===== src/rtl/clksw_pkg.sv =====
package clksw_pkg;

  typedef enum logic [1:0] {
    CS_INT    = 2'd0,
    CS_WAIT   = 2'd1,
    CS_RESUME = 2'd2,
    CS_EXT    = 2'd3
  } clksw_state_e;

  localparam int CFG_W      = 8;
  localparam int F_EXT_SEL  = 0;
  localparam int F_OUT_OFF  = 1;
  localparam int F_TUNE     = 2;
  localparam int F_SLOW_RES = 7;

  function automatic int unsigned resume_limit(input logic slow,
                                               input int unsigned short_us,
                                               input int unsigned long_us);
    return slow ? long_us : short_us;
  endfunction

  function automatic logic is_external(input clksw_state_e s);
    return s != CS_INT;
  endfunction

endpackage


===== src/rtl/clksw_cfg_reg.sv =====
module clksw_cfg_reg
  import clksw_pkg::*;
(
  input  logic             clk,
  input  logic             rst_n,
  input  logic             wr_en,
  input  logic [CFG_W-1:0] wr_data,
  output logic [CFG_W-1:0] cfg_q
);

  always_ff @(posedge clk or negedge rst_n) begin
    if (!rst_n)     cfg_q <= '0;
    else if (wr_en) cfg_q <= wr_data;
  end

endmodule


===== src/rtl/clksw_delay_timer.sv =====
module clksw_delay_timer
  import clksw_pkg::*;
#(
  parameter int unsigned SHORT_US = 128,
  parameter int unsigned LONG_US  = 4000,
  parameter int          CNT_W    = $clog2(LONG_US + 1)
) (
  input  logic clk,
  input  logic rst_n,
  input  logic load,
  input  logic slow_sel,
  input  logic run,
  input  logic tick,
  output logic done
);

  logic             slow_q;
  logic [CNT_W-1:0] cnt_q;
  logic [CNT_W-1:0] limit_m1;

  assign limit_m1 = CNT_W'(resume_limit(slow_q, SHORT_US, LONG_US) - 1);
  assign done     = run && tick && (cnt_q == limit_m1);

  always_ff @(posedge clk or negedge rst_n) begin
    if (!rst_n) begin
      slow_q <= 1'b0;
      cnt_q  <= '0;
    end else if (load) begin
      slow_q <= slow_sel;
      cnt_q  <= '0;
    end else if (run && tick && !done) begin
      cnt_q  <= cnt_q + 1'b1;
    end
  end

  assert_cnt_bound_R4: assert property (@(posedge clk) disable iff (!rst_n)
    run |-> (cnt_q <= limit_m1));

endmodule


===== src/rtl/clksw_fsm.sv =====
module clksw_fsm
  import clksw_pkg::*;
(
  input  logic clk,
  input  logic rst_n,
  input  logic ext_req,
  input  logic cfg_ext,
  input  logic ext_stable,
  input  logic suspend_wake,
  input  logic timer_done,
  output logic timer_load,
  output logic timer_run,
  output logic int_mode,
  output logic cpu_run,
  output logic clk_sel,
  output logic osc_ext_en,
  output logic osc_int_en,
  output logic core_clk_en
);

  clksw_state_e state_q, state_d;

  assign timer_load = (state_q == CS_WAIT) && ext_stable && !suspend_wake;
  assign timer_run  = (state_q == CS_RESUME);

  always_comb begin
    state_d = state_q;
    if (suspend_wake) begin
      state_d = cfg_ext ? CS_WAIT : CS_INT;
    end else begin
      unique case (state_q)
        CS_INT:    if (ext_req)    state_d = CS_WAIT;
        CS_WAIT:   if (ext_stable) state_d = CS_RESUME;
        CS_RESUME: if (timer_done) state_d = CS_EXT;
        CS_EXT:    state_d = CS_EXT;
        default:   state_d = CS_INT;
      endcase
    end
  end

  always_ff @(posedge clk or negedge rst_n) begin
    if (!rst_n) state_q <= CS_INT;
    else        state_q <= state_d;
  end

  assign int_mode    = !is_external(state_q);
  assign cpu_run     = (state_q == CS_INT) || (state_q == CS_EXT);
  assign clk_sel     = (state_q == CS_RESUME) || (state_q == CS_EXT);
  assign osc_ext_en  = is_external(state_q);
  assign osc_int_en  = (state_q == CS_INT);
  assign core_clk_en = (state_q != CS_WAIT);

  assert_hold_gate_R2: assert property (@(posedge clk) disable iff (!rst_n)
    (state_q == CS_WAIT && !ext_stable && !suspend_wake) |=> (state_q == CS_WAIT));

  assert_one_way_R5: assert property (@(posedge clk) disable iff (!rst_n)
    (clk_sel && !suspend_wake) |=> clk_sel);

  assert_wake_int_R6: assert property (@(posedge clk) disable iff (!rst_n)
    (suspend_wake && !cfg_ext) |=> (osc_int_en && cpu_run));

  assert_wake_ext_R6: assert property (@(posedge clk) disable iff (!rst_n)
    (suspend_wake && cfg_ext) |=> (!core_clk_en && osc_ext_en));

endmodule


===== src/rtl/clksw_pin_mux.sv =====
module clksw_pin_mux (
  input  logic int_mode,
  input  logic out_off,
  input  logic tune_bit,
  input  logic xin_pin,
  input  logic int_clk_lvl,
  output logic clkout_oe,
  output logic clkout_lvl,
  output logic gpio_xin,
  output logic tune_en
);

  always_comb begin
    clkout_oe  = int_mode;
    clkout_lvl = 1'b0;
    if (int_mode) clkout_lvl = out_off ? 1'b1 : int_clk_lvl;
    gpio_xin   = int_mode & xin_pin;
    tune_en    = int_mode & tune_bit;
  end

endmodule


===== src/rtl/clksw_ctrl.sv =====
module clksw_ctrl
  import clksw_pkg::*;
#(
  parameter int unsigned SHORT_US = 128,
  parameter int unsigned LONG_US  = 4000
) (
  input  logic       clk,
  input  logic       rst_n,
  input  logic       cfg_wr_en,
  input  logic [7:0] cfg_wr_data,
  input  logic       us_tick,
  input  logic       ext_stable,
  input  logic       suspend_wake,
  input  logic       xin_pin,
  input  logic       int_clk_lvl,
  output logic       cpu_run,
  output logic       clk_sel,
  output logic       osc_ext_en,
  output logic       osc_int_en,
  output logic       core_clk_en,
  output logic       clkout_oe,
  output logic       clkout_lvl,
  output logic       gpio_xin,
  output logic       tune_en
);

  localparam int CNT_W = $clog2(LONG_US + 1);

  logic [CFG_W-1:0] cfg_q;
  logic ext_req, timer_load, timer_run, timer_done, int_mode;

  assign ext_req = cfg_wr_en && cfg_wr_data[F_EXT_SEL];

  clksw_cfg_reg u_cfg (
    .clk(clk), .rst_n(rst_n), .wr_en(cfg_wr_en), .wr_data(cfg_wr_data), .cfg_q(cfg_q)
  );

  clksw_fsm u_fsm (
    .clk(clk), .rst_n(rst_n), .ext_req(ext_req), .cfg_ext(cfg_q[F_EXT_SEL]),
    .ext_stable(ext_stable), .suspend_wake(suspend_wake), .timer_done(timer_done),
    .timer_load(timer_load), .timer_run(timer_run), .int_mode(int_mode),
    .cpu_run(cpu_run), .clk_sel(clk_sel), .osc_ext_en(osc_ext_en),
    .osc_int_en(osc_int_en), .core_clk_en(core_clk_en)
  );

  clksw_delay_timer #(.SHORT_US(SHORT_US), .LONG_US(LONG_US), .CNT_W(CNT_W)) u_timer (
    .clk(clk), .rst_n(rst_n), .load(timer_load), .slow_sel(cfg_q[F_SLOW_RES]),
    .run(timer_run), .tick(us_tick), .done(timer_done)
  );

  clksw_pin_mux u_pins (
    .int_mode(int_mode), .out_off(cfg_q[F_OUT_OFF]), .tune_bit(cfg_q[F_TUNE]),
    .xin_pin(xin_pin), .int_clk_lvl(int_clk_lvl), .clkout_oe(clkout_oe),
    .clkout_lvl(clkout_lvl), .gpio_xin(gpio_xin), .tune_en(tune_en)
  );

  assert_release_R4: assert property (@(posedge clk) disable iff (!rst_n)
    ($rose(cpu_run) && clk_sel) |-> $past(timer_done));

  assert_gated_cpu_R2: assert property (@(posedge clk) disable iff (!rst_n)
    !core_clk_en |-> !cpu_run);

  assert_pin_off_ext_R7: assert property (@(posedge clk) disable iff (!rst_n)
    osc_ext_en |-> (!clkout_oe && !clkout_lvl));

  assert_gpio_quiet_R8: assert property (@(posedge clk) disable iff (!rst_n)
    !osc_int_en |-> !gpio_xin);

  assert_tune_off_R9: assert property (@(posedge clk) disable iff (!rst_n)
    clk_sel |-> !tune_en);

endmodule


===== config.mk =====
export PLATFORM = sky130hd
export DESIGN_NAME = clksw_ctrl
export DESIGN_NICKNAME = d
export VERILOG_FILES = /design/src/rtl/clksw_pkg.sv /design/src/rtl/clksw_cfg_reg.sv /design/src/rtl/clksw_delay_timer.sv /design/src/rtl/clksw_fsm.sv /design/src/rtl/clksw_pin_mux.sv /design/src/rtl/clksw_ctrl.sv
export SDC_FILE = /design/constraint.sdc
export NUM_CORES = 1
export LEC_CHECK = 0
export BUFFER_PORTS_ARGS = -buffer_cell sky130_fd_sc_hd__clkbuf_2
export CAP_MARGIN = 40
export CELL_PAD_IN_SITES_DETAIL_PLACEMENT = 1
export CELL_PAD_IN_SITES_GLOBAL_PLACEMENT = 1
export CORE_MARGIN = 2
export CORE_UTILIZATION = 45
export CTS_BUF_LIST = sky130_fd_sc_hd__clkbuf_4 sky130_fd_sc_hd__clkbuf_8 sky130_fd_sc_hd__clkbuf_16
export CTS_CLUSTER_DIAMETER = 50
export CTS_CLUSTER_SIZE = 40
export DETAILED_ROUTE_END_ITERATION = 12
export PLACE_DENSITY_LB_ADDON = 0.25
export REMOVE_ABC_BUFFERS = 1
export SKIP_LAST_GASP = 1
export SYNTH_ARGS = -nofsm -noshare
export SYNTH_HDL_FRONTEND = slang
export SYNTH_HIERARCHICAL = 1
export SYNTH_SLANG_ARGS = --single-unit
export TNS_END_PERCENT = 30

===== constraint.sdc =====
create_clock -name clk -period 4.7 [get_ports clk]
set_input_delay 0.47 -clock clk [delete_from_list [all_inputs] [get_ports clk]]
set_output_delay 0.47 -clock clk [all_outputs]
set_load 0.005 [all_outputs]

---- After elaboration in Yosys (flattened, before gate mapping) ----
Index checks and enable logic that the tools add are counted.
storage, ports and cells
  logic and storage cells ................. 42
  register bits ........................... 23
  bits in latches ......................... 0
  memories ................................ 0
  bits in read-only memories .............. 0
  input bits .............................. 16
  RAM bits ................................ 0
operators by class
  mux-type cells .......................... 11
  add/subtract/negate cells ............... 2
  reductions and logical operators ........ 15
  eq/ne operators ......................... 8
  div/mod/pow operators ................... 0
  multiply operators ...................... 0
  bitwise gates (word level) .............. 2
  magnitude comparators ................... 0
  shifts and indexed selects .............. 0
operator list
  kind                                                                      number
  12-bit 2-to-1 mux                                                         3
  12-bit by 1-bit adder with 12-bit output (second input constant)          1
  12-bit == test                                                            1
  12-bit by 1-bit subtractor with 12-bit output (second input constant)     1
  2-bit 2-to-1 mux                                                          4
  2-bit one-hot mux with 4 select lines                                     1
  1-bit logical AND                                                         6
  3-bit inequality test (second input constant)                             2
  2-bit == test (second input constant)                                     2
  2-bit nonzero test                                                        2
  1-bit zero test                                                           3
  1-bit 2-to-1 mux                                                          3
  3-bit by 2-bit inequality test with 1-bit output (second input constant)  1
  3-bit AND reduction                                                       1
  1-bit AND                                                                 2
  2-bit by 1-bit == test with 1-bit output (second input constant)          1
  2-bit zero test                                                           1
  1-bit logical OR                                                          2
  2-bit by 1-bit inequality test with 1-bit output (second input constant)  1

---- Depth between registers and ports, before layout ----
Gate-level depths: netlist (run 1).
  depth after elaboration ................. 8
  mapped depth ............................ 8
  gate-level depth less buffers ........... 7

---- Cells and area by module ----
Netlist (run 1), hierarchy kept.
modules (own cells, without submodules)
  module             area an instance (sq um)  cells an instance  seq. area each (sq um)  instances
  clksw_delay_timer  740.7                     76                 325.3                   1
  clksw_cfg_reg      331.6                     17                 200.2                   1
  clksw_fsm          234.0                     26                 50.0                    1
  clksw_pin_mux      27.5                      4                  0.0                     1
  clksw_ctrl         6.3                       1                  0.0                     1

---- Worst setup path before layout (run 1) ----
OpenSTA, ideal clock, no wires.
  kind .................................... register to register
  start point ............................. register u_timer.cnt_q[8]
  end point ............................... register u_fsm.state_q[1]
  path slack .............................. 2.169 ns
  buffers on the path ..................... 1
  cell stages (with the launch flop) ...... 9
  arrival time ............................ 2.453 ns
  period minus slack after synthesis ...... 2.531 ns
  path through ............................ dfrtp_1 -> or3_1 -> or4_1 -> a221oi_2 -> buf_6 -> and2_2 -> nor2b_1 -> or4_1 -> a21oi_1
on the way
  cells in the longest elaborated chain, start to end .. 4
ends and longest elaborated chain
  what                                    RTL line                 RTL
  start, declared                         clksw_delay_timer.sv:18  logic [CNT_W-1:0] cnt_q;
  start signal, assigned                  clksw_delay_timer.sv:32  cnt_q <= cnt_q + 1'b1;
  12-bit == test                          clksw_delay_timer.sv:22  assign done = run && tick && (cnt_q == limit_m1);
  1-bit logical AND                       clksw_delay_timer.sv:22
  net timer_done                          clksw_ctrl.sv:30         logic ext_req, timer_load, timer_run, timer_done, int_mode;
  3-bit inequality test (no source line)  -
  3-bit AND reduction (no source line)    -
  end signal, assigned                    clksw_fsm.sv:43          else state_q <= state_d;
  end, declared                           clksw_fsm.sv:21          clksw_state_e state_q, state_d;
The timed path passes the listed nets, and every way through them passes these cells.
A chain may end at the register's enable or synchronous reset.

---- Worst setup path after layout (run 1) ----
Ends and elaborated chain as after synthesis.

==> reports/results.md, run 1 <==
| Metric | Value |
|---|---|
| Average wire length per cell after detail routing | 14.7 um |
| Final count of hold timing violations | 0 |
| Root buffer cell | sky130_fd_sc_hd__clkbuf_4 |
| Total wirelength of the detailed-routed design | 2410 um |
| Clock-pin slew reported for the worst setup and hold paths after clock tree synthesis | 0.10 ns |
| Count of nets left with antenna violations after detail routing | 0 |
| Overall die area | 3050 um^2 |
| Number of max-slew violations in the final report | 0 |
| Setup repair after global routing missed its margin | no |
| Arrival time of data at the critical path endpoint | 3.23 ns |
| Layout Utilization | 0.526 |
| I/O Buffers | 20 |
| Hold_ws | 0.115 ns |
| Longest Clk Path Bufs | 2 |
| Top layer used by detailed routing | met4 |
| Post-CTS Setup Bufs | 0 |
| Most frequent CP cell | sky130_fd_sc_hd__or4_1 |
| Maximum number of pins on one net before global-route repair | 20 |
| Largest stage delay, worst path | 0.73 ns |
| Tmin final | 3.00 ns |
| Vert. Die Dim | 55.2 um |
| Synth warn | 6 |
| Setup TNS Final | 0 ns |
| Setup violations, final | 0 |
| Cell internal pwr | 0.000325 W |
| Worst setup skew after layout | 0.00170 ns |
| Syn Std Cell Area | 1180 um^2 |
| Proportion of power drawn by flip-flops and latches | 0.434 |
| TritonCTS clock tree | yes |
| Fill cell instance count of the final layout | 299 |
| Power per standard cell area | 380 nW/um^2 |
| Final Net Count | 158 |
| Num rows | 18 |
| Status | completed |
| Critical path data required time | 4.93 ns |
| Clock share of power | 0.176 |
| Switching fraction of total power | 0.343 |
| Vias | 908 |
| Length of the first detailed-routing pass in iterations | 3 |
| Class of the most critical hold timing path | primary input to async pin |
| Cell-by-cell trace of the critical path | or3_1 -> or4_1 -> a221oi_2 -> and2_2 -> nor2b_1 -> or4_1 -> a21oi_1 |
| Post_cts resized | 0 |
| Number of antenna cells inserted | 0 |
| Hold-fix buffers, CTS | 0 |
| Synthesis-to-finish area growth | 10.4% |
| Max cap viols | 0 |
| Met2 routed WL | 1220 um |
| Half-perimeter wire length after placement | 1870 um |
| Worst skew pair latency | 0.29 ns |
| Net switching component of the power | 0.000170 W |
| Cell count after synthesis | 116 |
| Tcrit/Tclk final | 0.638 |
| Initial antenna violation count | 0 |
| Final setup margin | 1.70 ns |
| 1st-iter DRT viols | 8 |
| Standard cell with the maximum stage delay on the critical path | sky130_fd_sc_hd__a221oi_2 |
| # H-tree levels | 1 |
| Crit-path max FO | 13 |
| Proportion of layout cells with a drive suffix above 1 | 0.313 |
| X dimension of the die | 55.2 um |
| Part of the total power dissipated in combinational logic | 0.389 |
| WL met3 | 108 um |
| F_max | 333 MHz |
| Num CTS Buffers | 3 |
| Per-instance average area after synthesis | 10.2 um^2 |
| Number of top-level pins | 25 |
| Final GP Congestion | 0.764 |
| Overall fraction of global-route tracks in use | 0.173 |
| Leftover overflow at the end of global routing | 0 |
| Core footprint | 2480 um^2 |
| Detail-routed via count per cell | 5.54 |
| Area after DPL | 1270 um^2 |
| Via count of the first global-routing pass | 860 |
| Kind of start point of the critical path | flip-flop |
| Placement Setup Slack | 1.74 ns |
| Leakage power total | 0.615 nW |
| Metal1 wirelength | 1070 um |
| Worst relative slew slack | 0.424 |
| Global-route wire length before repair | 4130 um |
| Number of remaining DRC errors | 0 |
| Transition at the pin with the smallest max-transition slack | 0.864 ns |
| Maximum vdd drop | 222 uV |
| Initial cell density of the core | 0.476 |
| Post-route cell area | 1300 um^2 |
| Worst setup path class | flip-flop to flip-flop |
| Sink count of the clock tree | 19 |
| Critical path capture point type | flip-flop |
==> stage by stage <==
stage                     instances  total power (W)
after floorplan                 110         0.000338
after global placement          160         0.000403
after detailed placement        160         0.000415
after CTS                       164         0.000506
after global routing            164         0.000539
final                           164         0.000495
==> area by class of cell <==
cell class,instances,area (um^2),share of cell area
Multi-Input combinational cell,85,637,0.489
Sequential cell,19,475,0.365
Timing Repair Buffer,20,100,0.0768
Tap cell,30,37.5,0.0288
Clock buffer,4,30.0,0.0231
Inverter,6,22.5,0.0173
==> critical path, delay by kind of cell (launching register included) <==
kind            cells  cell delay, ns
simple gates        5            1.65
flops               1            0.44
compound gates      2            0.86
==> power by group through the flow <==
stage | registers (W) | clock network (W) | logic [W]
floorplan | 0.000209 | 0 | 0.000129
global placement | 0.000215 | 0 | 0.000187
detailed placement | 0.000219 | 0 | 0.000196
CTS | 0.000216 | 0.0000931 | 0.000198
global route | 0.000220 | 0.0000998 | 0.000220
finish | 0.000215 | 0.0000871 | 0.000193
==> layout by cell type, fill, tap and decap left out, types with 4 or more instances in the layout <==
cell	instances
sky130_fd_sc_hd__nor2_1	6
sky130_fd_sc_hd__nand2_1	6
sky130_fd_sc_hd__inv_1	6
sky130_fd_sc_hd__mux2_4	5
sky130_fd_sc_hd__o21ai_0	4
sky130_fd_sc_hd__clkbuf_2	20
sky130_fd_sc_hd__a21oi_1	6
sky130_fd_sc_hd__nand3_1	5
sky130_fd_sc_hd__clkbuf_4	4
sky130_fd_sc_hd__ha_1	7
sky130_fd_sc_hd__or3_2	4
sky130_fd_sc_hd__dfrtp_1	19
sky130_fd_sc_hd__and2_1	4
==> final timing paths <==
kind                                     to              from  slack, ns  cells past startpoint
hold reg to reg              u_cfg/cfg_q[7]    u_cfg/cfg_q[7]       0.53                      1
setup reg to reg           u_fsm/state_q[1]  u_timer/cnt_q[8]       1.70                      7
min in group clk           u_fsm/state_q[1]      suspend_wake       0.34                      2
max in group asynchronous  u_fsm/state_q[0]             rst_n       4.26                      1
hold / removal             u_timer/cnt_q[5]             rst_n       0.12                      1
setup / recovery           u_fsm/state_q[1]  u_timer/cnt_q[8]       1.70                      7
==> registers in the layout, summed over array words and instances (netlist names) <==
register        cells
u_fsm/state_q       2
u_timer/slow_q      1
u_timer/cnt_q      12
u_cfg/cfg_q         4
==> metal layers <==
| metal | GRT usage | vias up |
|---|---|---|
| met5 | 0 | - |
| li1 | - | 445 |
| met2 | 0.306 | 20 |
| met3 | 0.0515 | 2 |
| met1 | 0.200 | 441 |
| met4 | 0.0523 | 0 |
No activity file was read; power rests on OpenSTA's default activity.
==> inputs of run 2 (changes only) <==
CORE_UTILIZATION = 43   (was 45)
clock period = 2.8 ns   (was 4.7 ns; I/O delays follow)
==> reports/results.md, run 2 (synthesis gave the netlist of run 1 again) <==
| Metric | Value | Change |
|---|---|---|
| Max reg flops | 12 | unchanged |
| Post-CTS Setup Bufs | 0 | unchanged |
| Average wire length per cell after detail routing | 15.0 um | +2.4% |
| Leakage power total | 0.629 nW | +2.3% |
| Largest register by flop count | u_timer/cnt_q |  |
| Worst skew pair latency | 0.31 ns | +0.02 ns |
| Clock-pin slew reported for the worst setup and hold paths after clock tree synthesis | 0.11 ns | about the same |
| Global-route wire length before repair | 4440 um | +7.5% |
| Most common cell after layout, fill and taps aside | sky130_fd_sc_hd__clkbuf_2 |  |
| Most used cells in the layout excluding fill and tap cells | sky130_fd_sc_hd__clkbuf_2 (20), sky130_fd_sc_hd__dfrtp_1 (19), sky130_fd_sc_hd__ha_1 (7) |  |
| I/O Buffers | 20 | unchanged |
| Number of non-filler instances in the completed layout | 167 | +1.8% |
| Proportion of power drawn by flip-flops and latches | 0.426 | -0.008 |
| Part of the total power dissipated in combinational logic | 0.399 | +0.010 |
| Proportion of layout cells with a drive suffix above 1 | 0.321 | +0.00774 |
| Class of the most critical hold timing path | primary input to flip-flop |  |
| Core footprint | 2540 um^2 | +2.7% |
| Most frequent CP cell | sky130_fd_sc_hd__or4_1 |  |
| Max cap viols | 0 | unchanged |
| Post_cts resized | 0 | unchanged |
| Worst setup path class | flip-flop to flip-flop |  |
| Detail-routed via count per cell | 5.49 | -0.93% |
| Sink count of the clock tree | 19 | unchanged |
| Overall fraction of global-route tracks in use | 0.177 | +0.00388 |
| Standard cell with the maximum stage delay on the critical path | sky130_fd_sc_hd__or4_1 |  |
| Count of nets left with antenna violations after detail routing | 0 | unchanged |
| Via count of the first global-routing pass | 1020 | +19% |
| F_max | 401 MHz | +20% |
| Switching fraction of total power | 0.362 | +0.0189 |
| Power per standard cell area | 636 nW/um^2 | +67% |
| Arrival time of data at the critical path endpoint | 2.74 ns | -0.49 ns |
| TritonCTS clock tree | yes |  |
| Leftover overflow at the end of global routing | 0 | unchanged |
| Tcrit/Tclk final | 0.892 | +0.254 |
| Synthesis-to-finish area growth | 12.3% |  |
| Worst relative slew slack | 0.685 | +0.260 |
| Setup violations, final | 0 | unchanged |
| # H-tree levels | 1 | unchanged |
| Setup repair after global routing missed its margin | no |  |
| Kind of start point of the critical path | flip-flop |  |
| Maximum vdd drop | 388 uV | +74% |
| Largest stage delay, worst path | 0.52 ns | -0.21 ns |
| Initial antenna violation count | 0 | unchanged |
| Net switching component of the power | 0.000305 W | +80% |
| Cell-by-cell trace of the critical path | or3_1 -> or4_1 -> a221oi_2 -> and2_2 -> nor2b_1 -> or4_1 -> a21oi_1 |  |
| Num CTS Buffers | 3 | unchanged |
| X dimension of the die | 56.4 um | +2.1% |
| Cell count after placement | 162 | +1.3% |
| Critical path capture point type | flip-flop |  |
| Maximum number of pins on one net before global-route repair | 20 | unchanged |
| Final count of hold timing violations | 0 | unchanged |
| Layout Utilization | 0.521 | -0.00511 |
| Overall die area | 3180 um^2 | +4.3% |
| Initial cell density of the core | 0.464 | -0.0126 |
| Root buffer cell | sky130_fd_sc_hd__clkbuf_4 |  |
| Length of the first detailed-routing pass in iterations | 3 | unchanged |
| Final Net Count | 161 | +1.9% |
| Tmin final | 2.50 ns | -0.502 ns |
| Transition at the pin with the smallest max-transition slack | 0.473 ns | -0.391 ns |
| Vert. Die Dim | 56.4 um | +2.1% |
| Worst setup skew after layout | 0.00125 ns | -0.000446 ns |
| Total wirelength of the detailed-routed design | 2510 um | +4.2% |
| Minimum setup slack among reg-to-reg paths | 0.30 ns | -1.40 ns |
| Num rows | 18 | unchanged |
| 1st-iter DRT viols | 27 | +19 |
| Setup TNS Final | 0 ns | unchanged |
| Cell internal pwr | 0.000538 W | +65% |
| Number of top-level pins | 25 | unchanged |
| Critical path data required time | 3.05 ns | -1.88 ns |
| Status | completed |  |
| Vias | 916 | +0.88% |
| Crit-path max FO | 5 | -8 |
| Largest registers | u_timer/cnt_q: 12 flops, u_cfg/cfg_q: 4 flops, u_fsm/state_q: 2 flops |  |
| Final GP Congestion | 0.774 | +1.3% |
| Number of antenna cells inserted | 0 | unchanged |
| Clock share of power | 0.175 | about the same |
| Number of max-slew violations in the final report | 0 | unchanged |
| Half-perimeter wire length after placement | 1940 um | +3.7% |
| Longest Clk Path Bufs | 2 | unchanged |
| Number of remaining DRC errors | 0 | unchanged |
## run 2: worst paths after layout
path	startpoint	end	cells after the start
worst max-delay path	u_timer/cnt_q[8]	u_fsm/state_q[1]	7
worst min-delay path	suspend_wake	u_fsm/state_q[1]	2
worst max register to register	u_timer/cnt_q[8]	u_fsm/state_q[1]	7
worst min register to register	u_cfg/cfg_q[2]	u_cfg/cfg_q[2]	1
max in group asynchronous	rst_n	u_fsm/state_q[0]	2
min in group asynchronous	rst_n	u_timer/cnt_q[6]	2
## run 2: layout make-up
cell class,count,area (um^2)
repair buffers,23,125
clock buffers,3,22.5
fillers,298,1220
multi-input cells,85,637
clock inverters,1,5.00
well taps,30,37.5
flip-flops and latches,19,475
inverters,6,22.5
## run 2: per-layer routing
metal	GRT usage	share of wire	vias up
li1	-	-	448
met1	0.206	0.45	446
met2	0.326	0.50	19
met3	0.0276	0.033	3
met4	0.0612	0.011	0
met5	0	0	-
## run 2: power groups by stage
stage                     logic [W]  registers, W  clock network (W)
after CTS                  0.000344      0.000359           0.000155
after global routing       0.000381      0.000369           0.000163
final                      0.000336      0.000359           0.000148
after detailed placement   0.000340      0.000364                  0
after floorplan            0.000216      0.000351                  0
after global placement     0.000322      0.000360                  0
## run 2: metrics by stage
| stage | total power, W | setup slack [ns] | instance area, um^2 | hold WS [ns] |
|---|---|---|---|---|
| 3_3_place_gp | 0.000682 | 0.383 | 1290 | 0.262 |
| 5_1_grt | 0.000914 | 0.215 | 1330 | 0.123 |
| 4_1_cts | 0.000858 | 0.268 | 1330 | 0.111 |
| 2_1_floorplan | 0.000567 | 0.0872 | 1130 | -0.0156 |
| 3_5_place_dp | 0.000703 | 0.299 | 1290 | 0.266 |
| 6_report | 0.000843 | 0.303 | 1330 | 0.123 |
## run 2: worst max-delay path, delay by kind of cell, from the launching register on
kind	cells	cell delay, ns
and+or+nand+nor	5	1.57
DFF	1	0.44
AOI/OAI and AO/OA	2	0.42
## run 2: timing repair
item / in CTS / in global routing
hold endpoints to repair: 19 / 0
setup endpoints to repair: 0 / 0
hold buffers: 1 / 0
